--- config.mk ---
export PLATFORM = sky130hd
export DESIGN_NAME = dch_tx_distrib
export DESIGN_NICKNAME = d
export VERILOG_FILES = /design/src/rtl/dca_pkg.sv /design/src/rtl/dca_frame_pos.sv /design/src/rtl/dca_cfg_latch.sv /design/src/rtl/dca_bcast_buf.sv /design/src/rtl/dch_tx_distrib.sv
export SDC_FILE = /design/constraint.sdc
export NUM_CORES = 1
export LEC_CHECK = 0
export BUFFER_PORTS_ARGS = -buffer_cell sky130_fd_sc_hd__buf_4
export CAP_MARGIN = 30
export CORE_ASPECT_RATIO = 0.9
export CORE_MARGIN = 2
export CORE_UTILIZATION = 45
export DETAILED_ROUTE_END_ITERATION = 8
export PLACE_DENSITY_LB_ADDON = 0.05
export SLEW_MARGIN = 20
export SYNTH_ARGS = -nofsm -noshare
export SYNTH_HDL_FRONTEND = slang
export SYNTH_SLANG_ARGS = --single-unit
--- constraint.sdc ---
create_clock -name clk -period 5.4 [get_ports clk]
set_input_delay 0.54 -clock clk [delete_from_list [all_inputs] [get_ports clk]]
set_output_delay 0.54 -clock clk [all_outputs]
set_load 0.05 [all_outputs]
--- src/rtl/dca_pkg.sv ---
package dca_pkg;

    localparam logic [3:0] CM_EVEN_OK = 4'b1010;
    localparam logic [3:0] CM_ODD_OK  = 4'b1011;
    localparam int         CM_W       = 8;

    typedef enum logic {
        DIST_SINGLE = 1'b0,
        DIST_BCAST  = 1'b1
    } dist_mode_e;

    // upper nibble drives the even slot, lower nibble the odd slot
    function automatic logic cm_pair_ok(input logic [CM_W-1:0] code);
        return (code[7:4] == CM_EVEN_OK) && (code[3:0] == CM_ODD_OK);
    endfunction

    // timefill forces a one whenever the source has nothing to send
    function automatic logic fill_bit(input logic idle, input logic data);
        return idle | data;
    endfunction

endpackage

--- src/rtl/dca_frame_pos.sv ---
module dca_frame_pos #(
    parameter int NSUB          = 8,
    parameter int SLOTS_PER_SUB = 4,
    parameter int SLOT_BITS     = 8,
    parameter int DSLOT         = 3,
    localparam int FRAME_BITS   = NSUB * SLOTS_PER_SUB * SLOT_BITS,
    localparam int POS_W        = $clog2(FRAME_BITS),
    localparam int SUB_W        = (NSUB > 1) ? $clog2(NSUB) : 1
) (
    input  logic             clk,
    input  logic             rst,
    input  logic             fsync,
    output logic [POS_W-1:0] pos_o,
    output logic             framed_o,
    output logic [SUB_W-1:0] sub_o,
    output logic             dbit_hit_o,
    output logic             dbit_idx_o,
    output logic             head_o,
    output logic             head_idx_o
);

    logic [POS_W-1:0] cnt_q;
    logic [POS_W-1:0] pos;
    logic             framed_q;

    always_comb begin
        pos = fsync ? '0 : cnt_q;
    end

    always_ff @(posedge clk) begin
        if (rst) begin
            cnt_q    <= '0;
            framed_q <= 1'b0;
        end else begin
            cnt_q    <= (pos == POS_W'(FRAME_BITS - 1)) ? '0 : pos + 1'b1;
            framed_q <= framed_q | fsync;
        end
    end

    int unsigned p;
    int unsigned slot;
    int unsigned bit_in_slot;

    always_comb begin
        p           = {{(32 - POS_W){1'b0}}, pos};
        slot        = p / SLOT_BITS;
        bit_in_slot = p % SLOT_BITS;
        sub_o       = SUB_W'(slot / SLOTS_PER_SUB);
        dbit_hit_o  = ((slot % SLOTS_PER_SUB) == DSLOT) && (bit_in_slot < 2);
        dbit_idx_o  = (bit_in_slot == 1);
        head_o      = (p < 2);
        head_idx_o  = (p == 1);
    end

    assign pos_o    = pos;
    assign framed_o = !rst && (fsync || framed_q);


    frame_wrap_chk: assert property (@(posedge clk) disable iff (rst)
        (!fsync && cnt_q == POS_W'(FRAME_BITS - 1)) |=> (cnt_q == '0));

endmodule

--- src/rtl/dca_cfg_latch.sv ---
module dca_cfg_latch
    import dca_pkg::*;
#(
    parameter int NSUB   = 8,
    localparam int SUB_W = (NSUB > 1) ? $clog2(NSUB) : 1
) (
    input  logic                 clk,
    input  logic                 rst,
    input  logic                 fsync,
    input  logic [SUB_W-1:0]     sel_in,
    input  logic                 bc_in,
    input  logic [NSUB-1:0]      mask_in,
    input  logic [NSUB*CM_W-1:0] cm_in,
    output dist_mode_e           mode_o,
    output logic [NSUB-1:0]      dest_o
);

    logic [NSUB-1:0] elig;
    logic [NSUB-1:0] dest_next, dest_q;
    dist_mode_e      mode_next, mode_q;

    for (genvar g = 0; g < NSUB; g++) begin : g_elig
        assign elig[g] = cm_pair_ok(cm_in[g*CM_W +: CM_W]);
    end

    always_comb begin
        mode_next = bc_in ? DIST_BCAST : DIST_SINGLE;
        if (bc_in) dest_next = mask_in & elig;
        else       dest_next = elig & (NSUB'(1) << sel_in);
        mode_o = fsync ? mode_next : mode_q;
        dest_o = fsync ? dest_next : dest_q;
    end

    always_ff @(posedge clk) begin
        if (rst) begin
            mode_q <= DIST_SINGLE;
            dest_q <= '0;
        end else begin
            mode_q <= mode_o;
            dest_q <= dest_o;
        end
    end


    cfg_hold_chk: assert property (@(posedge clk) disable iff (rst)
        !fsync |-> (mode_o == mode_q && dest_o == dest_q));

endmodule

--- src/rtl/dca_bcast_buf.sv ---
module dca_bcast_buf #(
    parameter int PAIR = 2
) (
    input  logic            clk,
    input  logic            rst,
    input  logic            load,
    input  logic            idx,
    input  logic            bit_in,
    output logic [PAIR-1:0] buf_o
);

    logic [PAIR-1:0] buf_q;

    // buf_q[PAIR-1] holds bit 7 (first strobe), buf_q[0] holds bit 6
    always_ff @(posedge clk) begin
        if (rst) begin
            buf_q <= '1;
        end else if (load) begin
            if (idx) buf_q[0]        <= bit_in;
            else     buf_q[PAIR-1]   <= bit_in;
        end
    end

    assign buf_o = buf_q;

endmodule

--- src/rtl/dch_tx_distrib.sv ---
module dch_tx_distrib
    import dca_pkg::*;
#(
    parameter int NSUB          = 8,
    parameter int SLOTS_PER_SUB = 4,
    parameter int SLOT_BITS     = 8,
    parameter int DSLOT         = 3,
    localparam int FRAME_BITS   = NSUB * SLOTS_PER_SUB * SLOT_BITS,
    localparam int POS_W        = $clog2(FRAME_BITS),
    localparam int SUB_W        = (NSUB > 1) ? $clog2(NSUB) : 1
) (
    input  logic                 clk,
    input  logic                 rst,
    input  logic                 fsync,
    input  logic                 dn_in,
    output logic                 dn_out,
    output logic                 tx_strobe,
    input  logic                 tx_data,
    input  logic                 tx_idle,
    input  logic [SUB_W-1:0]     sel_sub,
    input  logic                 bcast_en,
    input  logic [NSUB-1:0]      bcast_mask,
    input  logic [NSUB*CM_W-1:0] cm_code
);

    logic [POS_W-1:0] pos;
    logic             framed;
    logic [SUB_W-1:0] sub;
    logic             dbit_hit, dbit_idx, head, head_idx;
    dist_mode_e       mode;
    logic [NSUB-1:0]  dest;
    logic [1:0]       bbuf;
    logic             ins, ins_bit, bload, dn_q;

    dca_frame_pos #(
        .NSUB(NSUB), .SLOTS_PER_SUB(SLOTS_PER_SUB),
        .SLOT_BITS(SLOT_BITS), .DSLOT(DSLOT)
    ) u_pos (
        .clk(clk), .rst(rst), .fsync(fsync),
        .pos_o(pos), .framed_o(framed), .sub_o(sub),
        .dbit_hit_o(dbit_hit), .dbit_idx_o(dbit_idx),
        .head_o(head), .head_idx_o(head_idx)
    );

    dca_cfg_latch #(.NSUB(NSUB)) u_cfg (
        .clk(clk), .rst(rst), .fsync(fsync),
        .sel_in(sel_sub), .bc_in(bcast_en), .mask_in(bcast_mask),
        .cm_in(cm_code), .mode_o(mode), .dest_o(dest)
    );

    dca_bcast_buf #(.PAIR(2)) u_buf (
        .clk(clk), .rst(rst), .load(bload), .idx(head_idx),
        .bit_in(fill_bit(tx_idle, tx_data)), .buf_o(bbuf)
    );

    always_comb begin
        ins   = framed && dbit_hit && dest[sub];
        bload = framed && (mode == DIST_BCAST) && head && (|dest);
        if (mode == DIST_SINGLE) begin
            tx_strobe = ins;
            ins_bit   = fill_bit(tx_idle, tx_data);
        end else begin
            tx_strobe = bload;
            ins_bit   = dbit_idx ? bbuf[0] : bbuf[1];
        end
    end

    always_ff @(posedge clk) begin
        if (rst) dn_q <= 1'b1;
        else     dn_q <= ins ? ins_bit : dn_in;
    end

    assign dn_out = dn_q;


    pair_open_chk: assert property (@(posedge clk) disable iff (rst)
        $rose(tx_strobe) |=> (tx_strobe || fsync));


    pair_close_chk: assert property (@(posedge clk) disable iff (rst)
        (tx_strobe && $past(tx_strobe)) |=> (!tx_strobe || fsync));


    bcast_head_chk: assert property (@(posedge clk) disable iff (rst)
        (tx_strobe && mode == DIST_BCAST) |-> (pos < POS_W'(2)));


    passthru_chk: assert property (@(posedge clk) disable iff (rst)
        (!$past(rst) && !$past(ins)) |-> (dn_out == $past(dn_in)));


    idle_fill_chk: assert property (@(posedge clk) disable iff (rst)
        (!$past(rst) && $past(tx_strobe && tx_idle && mode == DIST_SINGLE)) |-> dn_out);

endmodule

======== After elaboration in Yosys (flattened, before gate mapping) ========
Index checks and enable logic that the tools add are counted.
word-level totals
  register bits after elaboration ......... 21
  input bits .............................. 82
  output and inout bits ................... 2
  logic and storage cells ................. 69
cells by class
  $add $sub $neg .......................... 1
  order comparisons ....................... 3
  equality and inequality tests ........... 20
  shifts and indexed selects .............. 1
  mux-type cells .......................... 11
  bitwise logic cells ..................... 5
  reductions and logical operators ........ 21
operators with widths
  cell                   count
  $eq A4 B4 Y1 const B   16
  $mux W8                3
  $and A8 B8 Y8          2
  $logic_and A1 B1 Y1    15
  $add A8 B1 Y8 const B  1
  $eq A8 B1 Y1 const B   1
  $eq A8 B8 Y1 const B   1
  $lt A8 B2 Y1 const B   1
  $reduce_or A8 Y1       1
  $shl A1 B3 Y8 const A  1
  $mux W1                7
  $lt A3 B4 Y1 const B   1
  $reduce_and A2 Y1      2
  $bmux W1 S3            1
  $eq A3 B1 Y1 const B   1
  $lt A3 B2 Y1 const B   1
  $eq A2 B2 Y1 const B   1
  $or A1 B1 Y1           2
  $reduce_or A2 Y1       1
  $logic_not A1 Y1       1
  $logic_or A1 B1 Y1     1
  $not A1 Y1             1

======== Longest topological paths before layout ========
Gate-level depths: netlist of run 1.
  word-level depth ........................ 9
  gate-level depth with buffers ........... 11
  depth with buffers taken out ............ 9

======== By module ========
Synthesis of run 1 repeated with hierarchy kept, for this count alone.
second synthesis, totals
  cell total of the unflattened synthesis .. 183
  area total of the unflattened synthesis .. 1522.7 µm²
by module, submodules not included
  module          instances  cells an instance  area each (µm²)  sequential area each (µm²)
  dca_cfg_latch   1          86                 754.5            180.2
  dca_frame_pos   1          64                 513.0            180.2
  dch_tx_distrib  1          25                 177.7            20.0
  dca_bcast_buf   1          8                  77.6             40.0

======== Least setup slack after synthesis of run 1 ========
OpenSTA, ideal clock, no wires.
  kind .................................... input port to output port
  start ................................... input sel_sub[1]
  end ..................................... output tx_strobe
  data arrival time ....................... 2.172 ns
  setup slack ............................. 2.688 ns
  cell stages on the path ................. 6
  path buffers ............................ 0
  path through ............................ or4_4 a2111oi_4 nor3b_2 nor4_4 nand3_1 nand2_1
between the ends
  longest elaborated chain between the ends .. 8
  elaborated cells between the ends (all ways) .. 10
  classes of those cells .................. 1 x shift; 5 x mux; 1 x bitwise; 3 x reduce/logical
ends and longest elaborated chain
  element                        RTL line              RTL
  from (decl)                    dch_tx_distrib.sv:20  input logic [SUB_W-1:0] sel_sub,
  $shl A1 B3 Y8 *                dca_cfg_latch.sv:29   else dest_next = elig & (NSUB'(1) << sel_in);
  $and A8 B8 Y8 *                dca_cfg_latch.sv:29
  $mux W8 *                      dca_cfg_latch.sv:28   if (bc_in) dest_next = mask_in & elig;
  $mux W8 *                      dca_cfg_latch.sv:31   dest_o = fsync ? dest_next : dest_q;
  $bmux W1 S3                    dch_tx_distrib.sv:57  ins = framed && dbit_hit && dest[sub];
  $mux W1 (not written as such)  dch_tx_distrib.sv:57
  $logic_and A1 B1 Y1            dch_tx_distrib.sv:57
  $mux W1 *                      dch_tx_distrib.sv:59  if (mode == DIST_SINGLE) begin
  to (decl)                      dch_tx_distrib.sv:17  output logic tx_strobe,
Every way passes the cells marked *; elsewhere a longest branch is shown, timed or not. The select of a mux whose other input is x is not followed.

======== Worst setup path in the final report of run 1 ========
Ends and elaborated chain as after synthesis.

==> results of run 1 <==
## through the flow
stage | setup slack [ps] | utilization | instance area (µm²)
global placement | 2580 | 0.716 | 2010
detailed placement | 2530 | 0.716 | 2010
CTS | 2530 | 0.725 | 2040
floorplan | 2690 | - | 1370
global route | 2390 | 0.725 | 2040
finish | 2510 | 0.725 | 2040
## report_power, final
| group | leakage, nW | internal [mW] | switching, mW |
|---|---|---|---|
| registers | 0.171 | 0.157 | 0.00105 |
| clock network | 0.0150 | 0.0288 | 0.0458 |
| logic | 0.697 | 0.0490 | 0.0274 |
| total | 0.882 | 0.235 | 0.0743 |
## routing by layer
metal | GRT usage | vias to the layer above | part of all wire
met2 | 0.411 | 65 | 0.48
met5 | 0 | - | 0
met3 | 0.0822 | 6 | 0.087
met1 | 0.270 | 717 | 0.42
met4 | 0.0635 | 0 | 0.011
li1 | - | 766 | -
## kinds of logic after synthesis
family / share of synthesized area
XOR/XNOR: 0.0383
AND/OR/NAND/NOR: 0.386
buffers and inverters: 0.0392
AO/OA/AOI/OAI: 0.183
multiplexers: 0.0292
flip-flops: 0.306
adder cells (fa/ha/maj): 0.0182
## registers in the layout, indices dropped and copies added, names as in the netlist
register / flops
dn_out: 1
u_pos.cnt_q: 8
u_buf.buf_o: 2
u_cfg.dest_q: 8
u_pos.framed_q: 1
u_cfg.mode_q: 1
## worst max-delay path, stage by stage
cell	delay [ps]
sky130_fd_sc_hd__buf_4	140
sky130_fd_sc_hd__or4_4	550
sky130_fd_sc_hd__a2111oi_4	410
sky130_fd_sc_hd__nor3b_2	110
sky130_fd_sc_hd__nor4_4	200
sky130_fd_sc_hd__nand3_1	110
sky130_fd_sc_hd__nand2_1	90
sky130_fd_sc_hd__buf_4	190
## final cells by class
| type | count | share of cell area |
|---|---|---|
| multi-input combinational | 129 | 0.440 |
| sequential | 21 | 0.206 |
| tap | 40 | 0.0245 |
| clock buffer | 4 | 0.0129 |
| inverter | 6 | 0.0110 |
| timing repair buffer | 83 | 0.305 |
## final timing paths
path | startpoint | to | slack [ps] | cells past startpoint
worst max-delay path | sel_sub[1] | tx_strobe | 2510 | 8
worst min-delay path | u_pos.framed_q | u_pos.framed_q | 480 | 2
worst max register to register | u_pos.cnt_q[7] | dn_out | 3530 | 6
worst min register to register | u_pos.framed_q | u_pos.framed_q | 480 | 2
## layout by cell type, fill, tap and decap left out, types with 3 or more instances in the layout
master,count
sky130_fd_sc_hd__buf_4,83
sky130_fd_sc_hd__nand3_1,6
sky130_fd_sc_hd__o2bb2ai_1,3
sky130_fd_sc_hd__nor2b_1,9
sky130_fd_sc_hd__nor3_1,7
sky130_fd_sc_hd__xor2_1,4
sky130_fd_sc_hd__nand2_1,10
sky130_fd_sc_hd__mux2i_1,4
sky130_fd_sc_hd__dfxtp_1,21
sky130_fd_sc_hd__clkbuf_4,3
sky130_fd_sc_hd__nand4b_1,4
sky130_fd_sc_hd__inv_1,5
sky130_fd_sc_hd__nand2b_1,4
sky130_fd_sc_hd__nor4bb_1,3
sky130_fd_sc_hd__nor2_1,24
sky130_fd_sc_hd__a21oi_1,4
sky130_fd_sc_hd__and4b_1,4
sky130_fd_sc_hd__a32oi_1,3
==> insert_results.sql, run 1 <==
INSERT INTO impl_metrics (metric_group, metric, value, unit) VALUES
('timing', 'hold_slack', '483', 'ps'),
('routing', 'via_count', '1554', ''),
('routing', 'detailedRoute.firstIterationViolations', '61', ''),
('layout', 'num_antenna_cells', '0', ''),
('power', 'total_power', '309', 'µW'),
('layout', 'multi_input_comb_area', '898', 'µm²'),
('timing', 'setup_tns', '0', 'ps'),
('logic_synthesis', 'synth.largest_area_cell', 'sky130_fd_sc_hd__dfxtp_1', ''),
('routing', 'drt-vias-per-instance', '5.49', ''),
('layout', 'layout-area-overhead-vs-synth', '48.7', '%'),
('die', 'core_region_area', '2820', 'µm²'),
('timing', 'final_setup_skew', '4.00', 'ps'),
('layout', 'seq_area', '420', 'µm²'),
('timing', 'fin_crit', '2890', 'ps'),
('timing', 'share_of_the_cycle_needed_by_the_critical_path_after_routing', '0.535', ''),
('worst_setup_path', 'worstPathMaxFanout', '7', ''),
('clock_tree', 'cts-resized-gates', '0', ''),
('power', 'vdd_drop_max', '0.135', 'mV'),
('logic_synthesis', 'postSynthRegisterBits', '21', ''),
('grt', 'grt_use_total', '0.234', ''),
('placed_design', 'hpwlAfterDp', '3100', 'µm'),
('worst_setup_path', 'critPathRequiredTime', '4860', 'ps'),
('logic_synthesis', 'synth_area_leaders', 'sky130_fd_sc_hd__dfxtp_1 31%, sky130_fd_sc_hd__nor2_1 6.6%, sky130_fd_sc_hd__nor2b_1 4.1%, sky130_fd_sc_hd__and4b_1 2.9%, sky130_fd_sc_hd__mux2i_1 2.9%', ''),
('worst_setup_path', 'path_class', 'input port to primary output', ''),
('placed_design', 'placed_cells_incl_taps', '279', ''),
('timing', 'timing.final.setup_violations', '0', ''),
('clock_tree', 'worst_skew_pair.late_latency', '300', 'ps'),
('clock_tree', 'clock_tree_from_tritoncts', 'done', ''),
('clock_tree', 'htree_levels', '1', ''),
('clock_tree', 'clock_path_buffers', '2', ''),
('placed_design', 'place_congestion', '0.830', ''),
('grt', 'maximum_number_of_pins_on_one_net_before_global_route_repair', '20', ''),
('placed_design', 'placement.io_buffers', '83', ''),
('worst_setup_path', 'critical_path_arrival', '2350', 'ps'),
('logic_synthesis', 'synth.distinct_cells', '51', ''),
('grt', 'grt_pass1_wl', '6730', 'µm'),
('logic_synthesis', 'synthDominantCellAreaShare', '0.306', ''),
('clock_tree', 'number_of_hold_buffers_added_after_cts', '0', ''),
('power', 'powerDensity', '152', 'nW/µm²'),
('run', 'max_capacitance_violation_count', '0', ''),
('worst_setup_path', 'crit_path_end_kind', 'primary output', ''),
('die', 'y_dimension_of_the_die', '56.4', 'µm'),
('clock_tree', 'tritoncts.num_buffers', '3', ''),
('grt', 'initial_antenna_violation_count', '0', ''),
('clock_tree', 'cts_post_setup_buffers_inserted', '0', ''),
('clock_tree', 'clk_root_buffer_cell', 'sky130_fd_sc_hd__clkbuf_4', ''),
('timing', 'timing_hold_violations_final', '0', ''),
('routing', 'final_antenna_net_count', '0', ''),
('clock_tree', 'clkTransAtPathRegs', '110', 'ps'),
('routing', 'remaining_drc_errors', '0', ''),
('die', 'die_x', '62.2', 'µm'),
('outcome', 'run_status', 'complete, no violations', ''),
('layout', 'filler_cell_count', '231', ''),
('routing', 'average_wire_length_per_cell_after_detail_routing', '13.9', 'µm'),
('logic_synthesis', 'ys_top_cells_by_count', '24 x sky130_fd_sc_hd__nor2_1, 21 x sky130_fd_sc_hd__dfxtp_1, 10 x sky130_fd_sc_hd__nand2_1', ''),
('grt', 'grt_overflow', '0', ''),
('routing', 'drt_pass1_iterations', '4', ''),
('logic_synthesis', 'syn_inst', '164', ''),
('timing', 'clock.fmax', '346', 'MHz'),
('timing', 'slew_viol_final', '0', ''),
('logic_synthesis', 'top_flip_flop_cell_by_instance_count_after_synthesis', 'sky130_fd_sc_hd__dfxtp_1', ''),
('logic_synthesis', 'synth_enable_flop_cells', '0', ''),
('die', 'initial_utilization', '0.488', ''),
('logic_synthesis', 'post_synthesis_average_cell_area', '8.37', 'µm²'),
('layout', 'finish.net_count', '328', ''),
('logic_synthesis', 'synth_sequential_area_ratio', '0.306', ''),
('routing', 'postRouteWirelength', '3930', 'µm'),
('clock_tree', 'clkSinkCount', '21', ''),
('timing', 'unrepaired_setup_endpoints_after_global_routing', 'no', ''),
('timing', 'tightest_slew', '442', 'ps'),
('power', 'leakage', '0.882', 'nW');
Power figures use the tool's default switching activity.
==> inputs of run 2 (changes only) <==
--- a/config.mk
+++ b/config.mk
@@ -9,7 +9,7 @@
 export CAP_MARGIN = 30
 export CORE_ASPECT_RATIO = 0.9
 export CORE_MARGIN = 2
-export CORE_UTILIZATION = 45
+export CORE_UTILIZATION = 39
 export DETAILED_ROUTE_END_ITERATION = 8
 export PLACE_DENSITY_LB_ADDON = 0.05
 export SLEW_MARGIN = 20
==> constraint.sdc (replaced) <==
create_clock -name clk -period 2.5 [get_ports clk]
set_input_delay 0.25 -clock clk [delete_from_list [all_inputs] [get_ports clk]]
set_output_delay 0.25 -clock clk [all_outputs]
set_load 0.05 [all_outputs]
==> run 2 against run 1 <==
  * Utilization shrank 11 points
  * Die area up 14%
  * Sequential share of layout area shrank 0.24 points
  * Worst hold slack lost 200 ps
  * Via count is 2.4% lower
  * Sequential cell count unchanged
  * Global-route usage shrank 3.9 points
  * Register-to-register slack got worse by 2800 ps
  * Critical path depth did not move
  * Setup slack worse by 2300 ps
  * Critical endpoint unchanged
  * Highest routed layer unchanged
==> insert_results.sql, run 2 (synthesis gave the netlist of run 1 again) <==
INSERT INTO impl_metrics (metric_group, metric, value, unit) VALUES
('grt', 'maximum_number_of_pins_on_one_net_before_global_route_repair', '20', ''),
('hold_path', 'hold-path-endpoint', 'u_buf.buf_o[1]', ''),
('clock_tree', 'clk_root_buffer_cell', 'sky130_fd_sc_hd__clkbuf_8', ''),
('clock_tree', 'clock_path_buffers', '2', ''),
('timing', 'clock.fmax', '445', 'MHz'),
('clock_tree', 'tritoncts.num_buffers', '3', ''),
('worst_setup_path', 'depth_of_the_worst_register_to_register_path', '6', ''),
('power', 'total_power', '722', 'µW'),
('grt', 'first_global_vias', '1412', ''),
('outcome', 'run_status', 'complete, no violations', ''),
('routing', 'postRouteWirelength', '3790', 'µm'),
('layout', 'utilization', '0.611', ''),
('routing', 'remaining_drc_errors', '0', ''),
('placed_design', 'place_ws', '237', 'ps'),
('layout', 'layout-area-overhead-vs-synth', '50.4', '%'),
('grt', 'grt_util_met3', '0.0471', ''),
('die', 'initial_utilization', '0.406', ''),
('timing', 'setup_ws', '253', 'ps'),
('routing', 'drt_pass1_iterations', '4', ''),
('placed_design', 'place_congestion', '0.817', ''),
('timing', 'timing_hold_violations_final', '0', ''),
('timing', 'slew_viol_final', '0', ''),
('worst_setup_path', 'worstReg2RegStart', 'u_pos.cnt_q[7]', ''),
('die', 'y_dimension_of_the_die', '60.3', 'µm'),
('die', 'design.die.area', '4010', 'µm²'),
('timing', 'hold_slack', '285', 'ps'),
('worst_setup_path', 'critical_path_arrival', '2000', 'ps'),
('grt', 'grt_pass1_wl', '5940', 'µm'),
('layout', 'fin_cells', '287', ''),
('placed_design', 'place_area', '2020', 'µm²'),
('clock_tree', 'cts-resized-gates', '0', ''),
('routing', 'final_antenna_net_count', '0', ''),
('hold_path', 'min_path_cells', '3', ''),
('timing', 'tightest_slew', '455', 'ps'),
('grt', 'grt.met2_usage', '0.374', ''),
('routing', 'drt-vias-per-instance', '5.29', ''),
('timing', 'worst_slew_margin_rel', '0.688', ''),
('layout', 'layout.cell_area.non_filler', '2060', 'µm²'),
('die', 'ioPinCount', '84', ''),
('clock_tree', 'cts_post_setup_buffers_inserted', '0', ''),
('timing', 'fin_crit', '2250', 'ps'),
('grt', 'global_route.usage.met1', '0.214', ''),
('hold_path', 'worst_min_delay_path_category', 'input port to flip-flop', ''),
('layout', 'layout-drive-gt1-share', '0.383', ''),
('placed_design', 'hpwlAfterDp', '3110', 'µm'),
('timing', 'setup_tns', '0', 'ps'),
('worst_setup_path', 'critPathRequiredTime', '2250', 'ps'),
('routing', 'via_count', '1517', ''),
('clock_tree', 'clkTransAtPathRegs', '70', 'ps'),
('power', 'powerDensity', '350', 'nW/µm²'),
('grt', 'grt_overflow', '0', ''),
('worst_setup_path', 'rrSetupSlack', '710', 'ps'),
('grt', 'grt_use_total', '0.194', ''),
('timing', 'final_setup_skew', '1.77', 'ps'),
('timing', 'unrepaired_setup_endpoints_after_global_routing', 'no', ''),
('power', 'leakage', '0.890', 'nW'),
('placed_design', 'placed_cells_incl_taps', '283', ''),
('clock_tree', 'worst_skew_pair.late_latency', '250', 'ps'),
('run', 'max_capacitance_violation_count', '0', ''),
('die', 'core_region_area', '3380', 'µm²'),
('clock_tree', 'clock_tree_from_tritoncts', 'done', ''),
('grt', 'initial_antenna_violation_count', '0', ''),
('timing', 'share_of_the_cycle_needed_by_the_critical_path_after_routing', '0.899', ''),
('clock_tree', 'clkSinkCount', '21', ''),
('worst_setup_path', 'critPathLaunchType', 'input port', ''),
('worst_setup_path', 'crit_path_end_kind', 'primary output', ''),
('layout', 'mostFrequentLayoutCell', 'sky130_fd_sc_hd__buf_4', ''),
('clock_tree', 'number_of_hold_buffers_added_after_cts', '0', ''),
('routing', 'detailedRoute.firstIterationViolations', '52', ''),
('die', 'die_x', '66.5', 'µm'),
('hold_path', 'critical_hold_path_startpoint', 'tx_idle', ''),
('layout', 'most-common-layout-cells', '83 x sky130_fd_sc_hd__buf_4, 24 x sky130_fd_sc_hd__nor2_1, 21 x sky130_fd_sc_hd__dfxtp_1', ''),
('power', 'vdd_drop_max', '0.367', 'mV'),
('layout', 'filler_cell_count', '316', ''),
('timing', 'timing.final.setup_violations', '0', ''),
('grt', 'grt.busiest_layer', 'met2', ''),
('worst_setup_path', 'path_class', 'input port to primary output', ''),
('layout', 'num_antenna_cells', '0', ''),
('clock_tree', 'htree_levels', '1', ''),
('placed_design', 'placement.io_buffers', '83', ''),
('routing', 'average_wire_length_per_cell_after_detail_routing', '13.2', 'µm'),
('layout', 'finish.net_count', '328', ''),
('die', 'floorplan.rows', '20', ''),
('worst_setup_path', 'worstPathMaxFanout', '7', ''),
('worst_setup_path', 'crit-reg2reg-capture', 'dn_out', '');
run 2: how the worst max path moves through the flow:
stage / startpoint / end / slack, ps / cells past startpoint
2_1_floorplan: sel_sub[1] / tx_strobe / 370 / 6
3_3_place_gp: sel_sub[1] / tx_strobe / 250 / 8
3_5_place_dp: sel_sub[1] / tx_strobe / 240 / 8
4_1_cts: sel_sub[1] / tx_strobe / 230 / 8
5_1_grt: u_pos.cnt_q[7] / tx_strobe / 100 / 7
6_report: sel_sub[1] / tx_strobe / 250 / 8
run 2: power breakdown:
| part | total, mW | leakage (nW) | switching (mW) | internal [mW] |
|---|---|---|---|---|
| clock | 0.216 | 0.0228 | 0.103 | 0.113 |
| sequential | 0.342 | 0.171 | 0.00251 | 0.340 |
| combinational | 0.164 | 0.697 | 0.0585 | 0.106 |
| total | 0.722 | 0.890 | 0.164 | 0.559 |
run 2: per-layer routing:
layer  wire [µm]  part of all wire
met1        1570              0.41
met4          17            0.0045
met5           0                 0
met3         369             0.097
met2        1840              0.48
run 2: worst max-delay path, stage by stage:
cell                        delay [ps]
sky130_fd_sc_hd__buf_4             140
sky130_fd_sc_hd__or4_4             550
sky130_fd_sc_hd__a2111oi_4         400
sky130_fd_sc_hd__nor3b_2           100
sky130_fd_sc_hd__nor4_4            180
sky130_fd_sc_hd__nand3_1           110
sky130_fd_sc_hd__nand2_1            90
sky130_fd_sc_hd__buf_4             190
run 2: cell type report:
class	instances	area (µm²)	area share
Inverter	6	22.5	0.0109
Multi-Input combinational cell	129	898	0.435
Tap cell	44	55.1	0.0267
Sequential cell	21	420	0.204
Timing Repair Buffer	83	623	0.302
Clock buffer	4	45.0	0.0218
==> inputs of run 3 (changes only) <==
--- a/config.mk
+++ b/config.mk
@@ -9,7 +9,8 @@
 export CAP_MARGIN = 30
 export CORE_ASPECT_RATIO = 0.9
 export CORE_MARGIN = 2
-export CORE_UTILIZATION = 39
+export CORE_UTILIZATION = 40
+export CTS_BUF_LIST = sky130_fd_sc_hd__clkbuf_8
 export DETAILED_ROUTE_END_ITERATION = 8
 export PLACE_DENSITY_LB_ADDON = 0.05
 export SLEW_MARGIN = 20
==> run 3 against run 2 <==
  * Non-clock buffer count stayed put
  * Worst hold slack worse by 2.2 ps
  * Utilization up 0.92 points
  * Clock skew barely moved
  * Sequential cell count is the same
  * Sequential share of layout area did not move
  * Clock-buffer cell count down 1
  * First-iteration DRC count down 40%
  * Fmax down 1.9%
  * Sequential power about the same
  * Critical endpoint unchanged
==> insert_results.sql, run 3 (synthesis gave the netlist of run 1 again) <==
INSERT INTO impl_metrics (metric_group, metric, value, unit) VALUES
('grt', 'grt_pass1_wl', '6220', 'µm'),
('die', 'design.die.area', '3920', 'µm²'),
('clock_tree', 'clock_tree_from_tritoncts', 'done', ''),
('die', 'die_x', '65.7', 'µm'),
('placed_design', 'place_congestion', '0.805', ''),
('placed_design', 'placement.io_buffers', '83', ''),
('clock_tree', 'number_of_hold_buffers_added_after_cts', '0', ''),
('run', 'max_capacitance_violation_count', '0', ''),
('worst_setup_path', 'critPathRequiredTime', '2250', 'ps'),
('hold_path', 'critical_hold_path_startpoint', 'tx_data', ''),
('timing', 'clock.fmax', '437', 'MHz'),
('clock_tree', 'tritoncts.num_buffers', '3', ''),
('routing', 'remaining_drc_errors', '0', ''),
('routing', 'average_wire_length_per_cell_after_detail_routing', '13.7', 'µm'),
('timing', 'timing.final.setup_violations', '0', ''),
('placed_design', 'hpwlAfterDp', '3140', 'µm'),
('die', 'initial_utilization', '0.412', ''),
('layout', 'layout-area-overhead-vs-synth', '50.4', '%'),
('die', 'floorplan.rows', '20', ''),
('timing', 'unrepaired_setup_endpoints_after_global_routing', 'no', ''),
('layout', 'layout-drive-gt1-share', '0.383', ''),
('placed_design', 'place_area', '2020', 'µm²'),
('grt', 'first_global_vias', '1453', ''),
('layout', 'num_antenna_cells', '0', ''),
('clock_tree', 'clkSinkCount', '21', ''),
('power', 'leakage', '0.894', 'nW'),
('routing', 'final_antenna_net_count', '0', ''),
('grt', 'initial_antenna_violation_count', '0', ''),
('worst_setup_path', 'path_class', 'input port to primary output', ''),
('routing', 'detailedRoute.firstIterationViolations', '31', ''),
('grt', 'grt_util_met3', '0.0342', ''),
('layout', 'most-common-layout-cells', '83 x sky130_fd_sc_hd__buf_4, 24 x sky130_fd_sc_hd__nor2_1, 21 x sky130_fd_sc_hd__dfxtp_1', ''),
('layout', 'mostFrequentLayoutCell', 'sky130_fd_sc_hd__buf_4', ''),
('worst_setup_path', 'startpoint', 'sel_sub[1]', ''),
('timing', 'setup_tns', '0', 'ps'),
('timing', 'slew_viol_final', '0', ''),
('clock_tree', 'worst_skew_pair.late_latency', '250', 'ps'),
('worst_setup_path', 'crit_path_end_kind', 'primary output', ''),
('clock_tree', 'cts_post_setup_buffers_inserted', '0', ''),
('layout', 'finish.net_count', '328', ''),
('routing', 'via_count', '1522', ''),
('grt', 'grt.busiest_layer', 'met2', ''),
('worst_setup_path', 'critPathLaunchType', 'input port', ''),
('clock_tree', 'cts-resized-gates', '0', ''),
('layout', 'fin_cells', '287', ''),
('timing', 'fin_crit', '2290', 'ps'),
('grt', 'grt.met2_usage', '0.380', ''),
('routing', 'drt-vias-per-instance', '5.30', ''),
('power', 'powerDensity', '350', 'nW/µm²'),
('hold_path', 'worst_min_delay_path_category', 'input port to flip-flop', ''),
('grt', 'global_route.usage.met1', '0.239', ''),
('power', 'vdd_drop_max', '0.299', 'mV'),
('worst_setup_path', 'critical_path_arrival', '2040', 'ps'),
('clock_tree', 'clock_path_buffers', '2', ''),
('clock_tree', 'clk_root_buffer_cell', 'sky130_fd_sc_hd__clkbuf_8', ''),
('routing', 'drt_pass1_iterations', '4', ''),
('clock_tree', 'clkTransAtPathRegs', '70', 'ps'),
('worst_setup_path', 'worstPathMaxFanout', '7', ''),
('die', 'core_region_area', '3330', 'µm²'),
('placed_design', 'placed_cells_incl_taps', '283', ''),
('outcome', 'run_status', 'complete, no violations', ''),
('layout', 'layout.cell_area.non_filler', '2060', 'µm²'),
('grt', 'grt_use_total', '0.200', ''),
('clock_tree', 'htree_levels', '1', ''),
('timing', 'timing_hold_violations_final', '0', ''),
('timing', 'tightest_slew', '478', 'ps'),
('grt', 'maximum_number_of_pins_on_one_net_before_global_route_repair', '20', ''),
('timing', 'worst_slew_margin_rel', '0.672', ''),
('die', 'ioPinCount', '84', ''),
('die', 'y_dimension_of_the_die', '59.6', 'µm'),
('worst_setup_path', 'worstReg2RegStart', 'u_pos.cnt_q[6]', ''),
('timing', 'share_of_the_cycle_needed_by_the_critical_path_after_routing', '0.916', ''),
('timing', 'final_setup_skew', '1.91', 'ps'),
('grt', 'grt_overflow', '0', ''),
('routing', 'postRouteWirelength', '3920', 'µm');
run 3: changes by cell type in the layout (fill, tap and decap cells not counted):
cell                       before  now
sky130_fd_sc_hd__clkbuf_1       1    0
sky130_fd_sc_hd__inv_1          5    6
run 3: power by group:
group          total, mW  switching (mW)  internal (mW)
logic              0.166          0.0603          0.106
registers          0.342         0.00248          0.339
clock network      0.215           0.106          0.109
total              0.723           0.168          0.554
run 3: layout make-up:
type	instances	area [µm²]
repair buffers	83	623
multi-input cells	129	898
well taps	44	55.1
inverters	6	22.5
flip-flops and latches	21	420
clock buffers	3	41.3
clock inverters	1	3.75
fillers	314	1260
run 3: metrics by stage:
step	utilization	hold slack [ps]	setup slack [ps]	power, mW
4_1_cts	0.620	287	197	0.726
2_1_floorplan	-	420	368	0.406
3_5_place_dp	0.607	464	213	0.516
5_1_grt	0.620	307	99.1	0.752
6_report	0.620	283	210	0.723
3_3_place_gp	0.607	456	247	0.511
run 3: worst paths after layout:
| kind | to | slack [ps] | cells after the start |
|---|---|---|---|
| max | tx_strobe | 210 | 8 |
| max reg2reg | dn_out | 730 | 6 |
| min reg2reg | u_pos.framed_q | 480 | 2 |
| min | u_buf.buf_o[1] | 280 | 3 |
run 3: critical path, stage by stage:
cell	delay, ps
sky130_fd_sc_hd__buf_4	140
sky130_fd_sc_hd__or4_4	550
sky130_fd_sc_hd__a2111oi_4	420
sky130_fd_sc_hd__nor3b_2	110
sky130_fd_sc_hd__nor4_4	180
sky130_fd_sc_hd__nand3_1	110
sky130_fd_sc_hd__nand2_1	90
sky130_fd_sc_hd__buf_4	190
run 3: per-layer routing:
metal	up-vias	wire [µm]
met3	4	345
li1	766	-
met2	60	1940
met4	0	21
met5	-	0
met1	692	1620
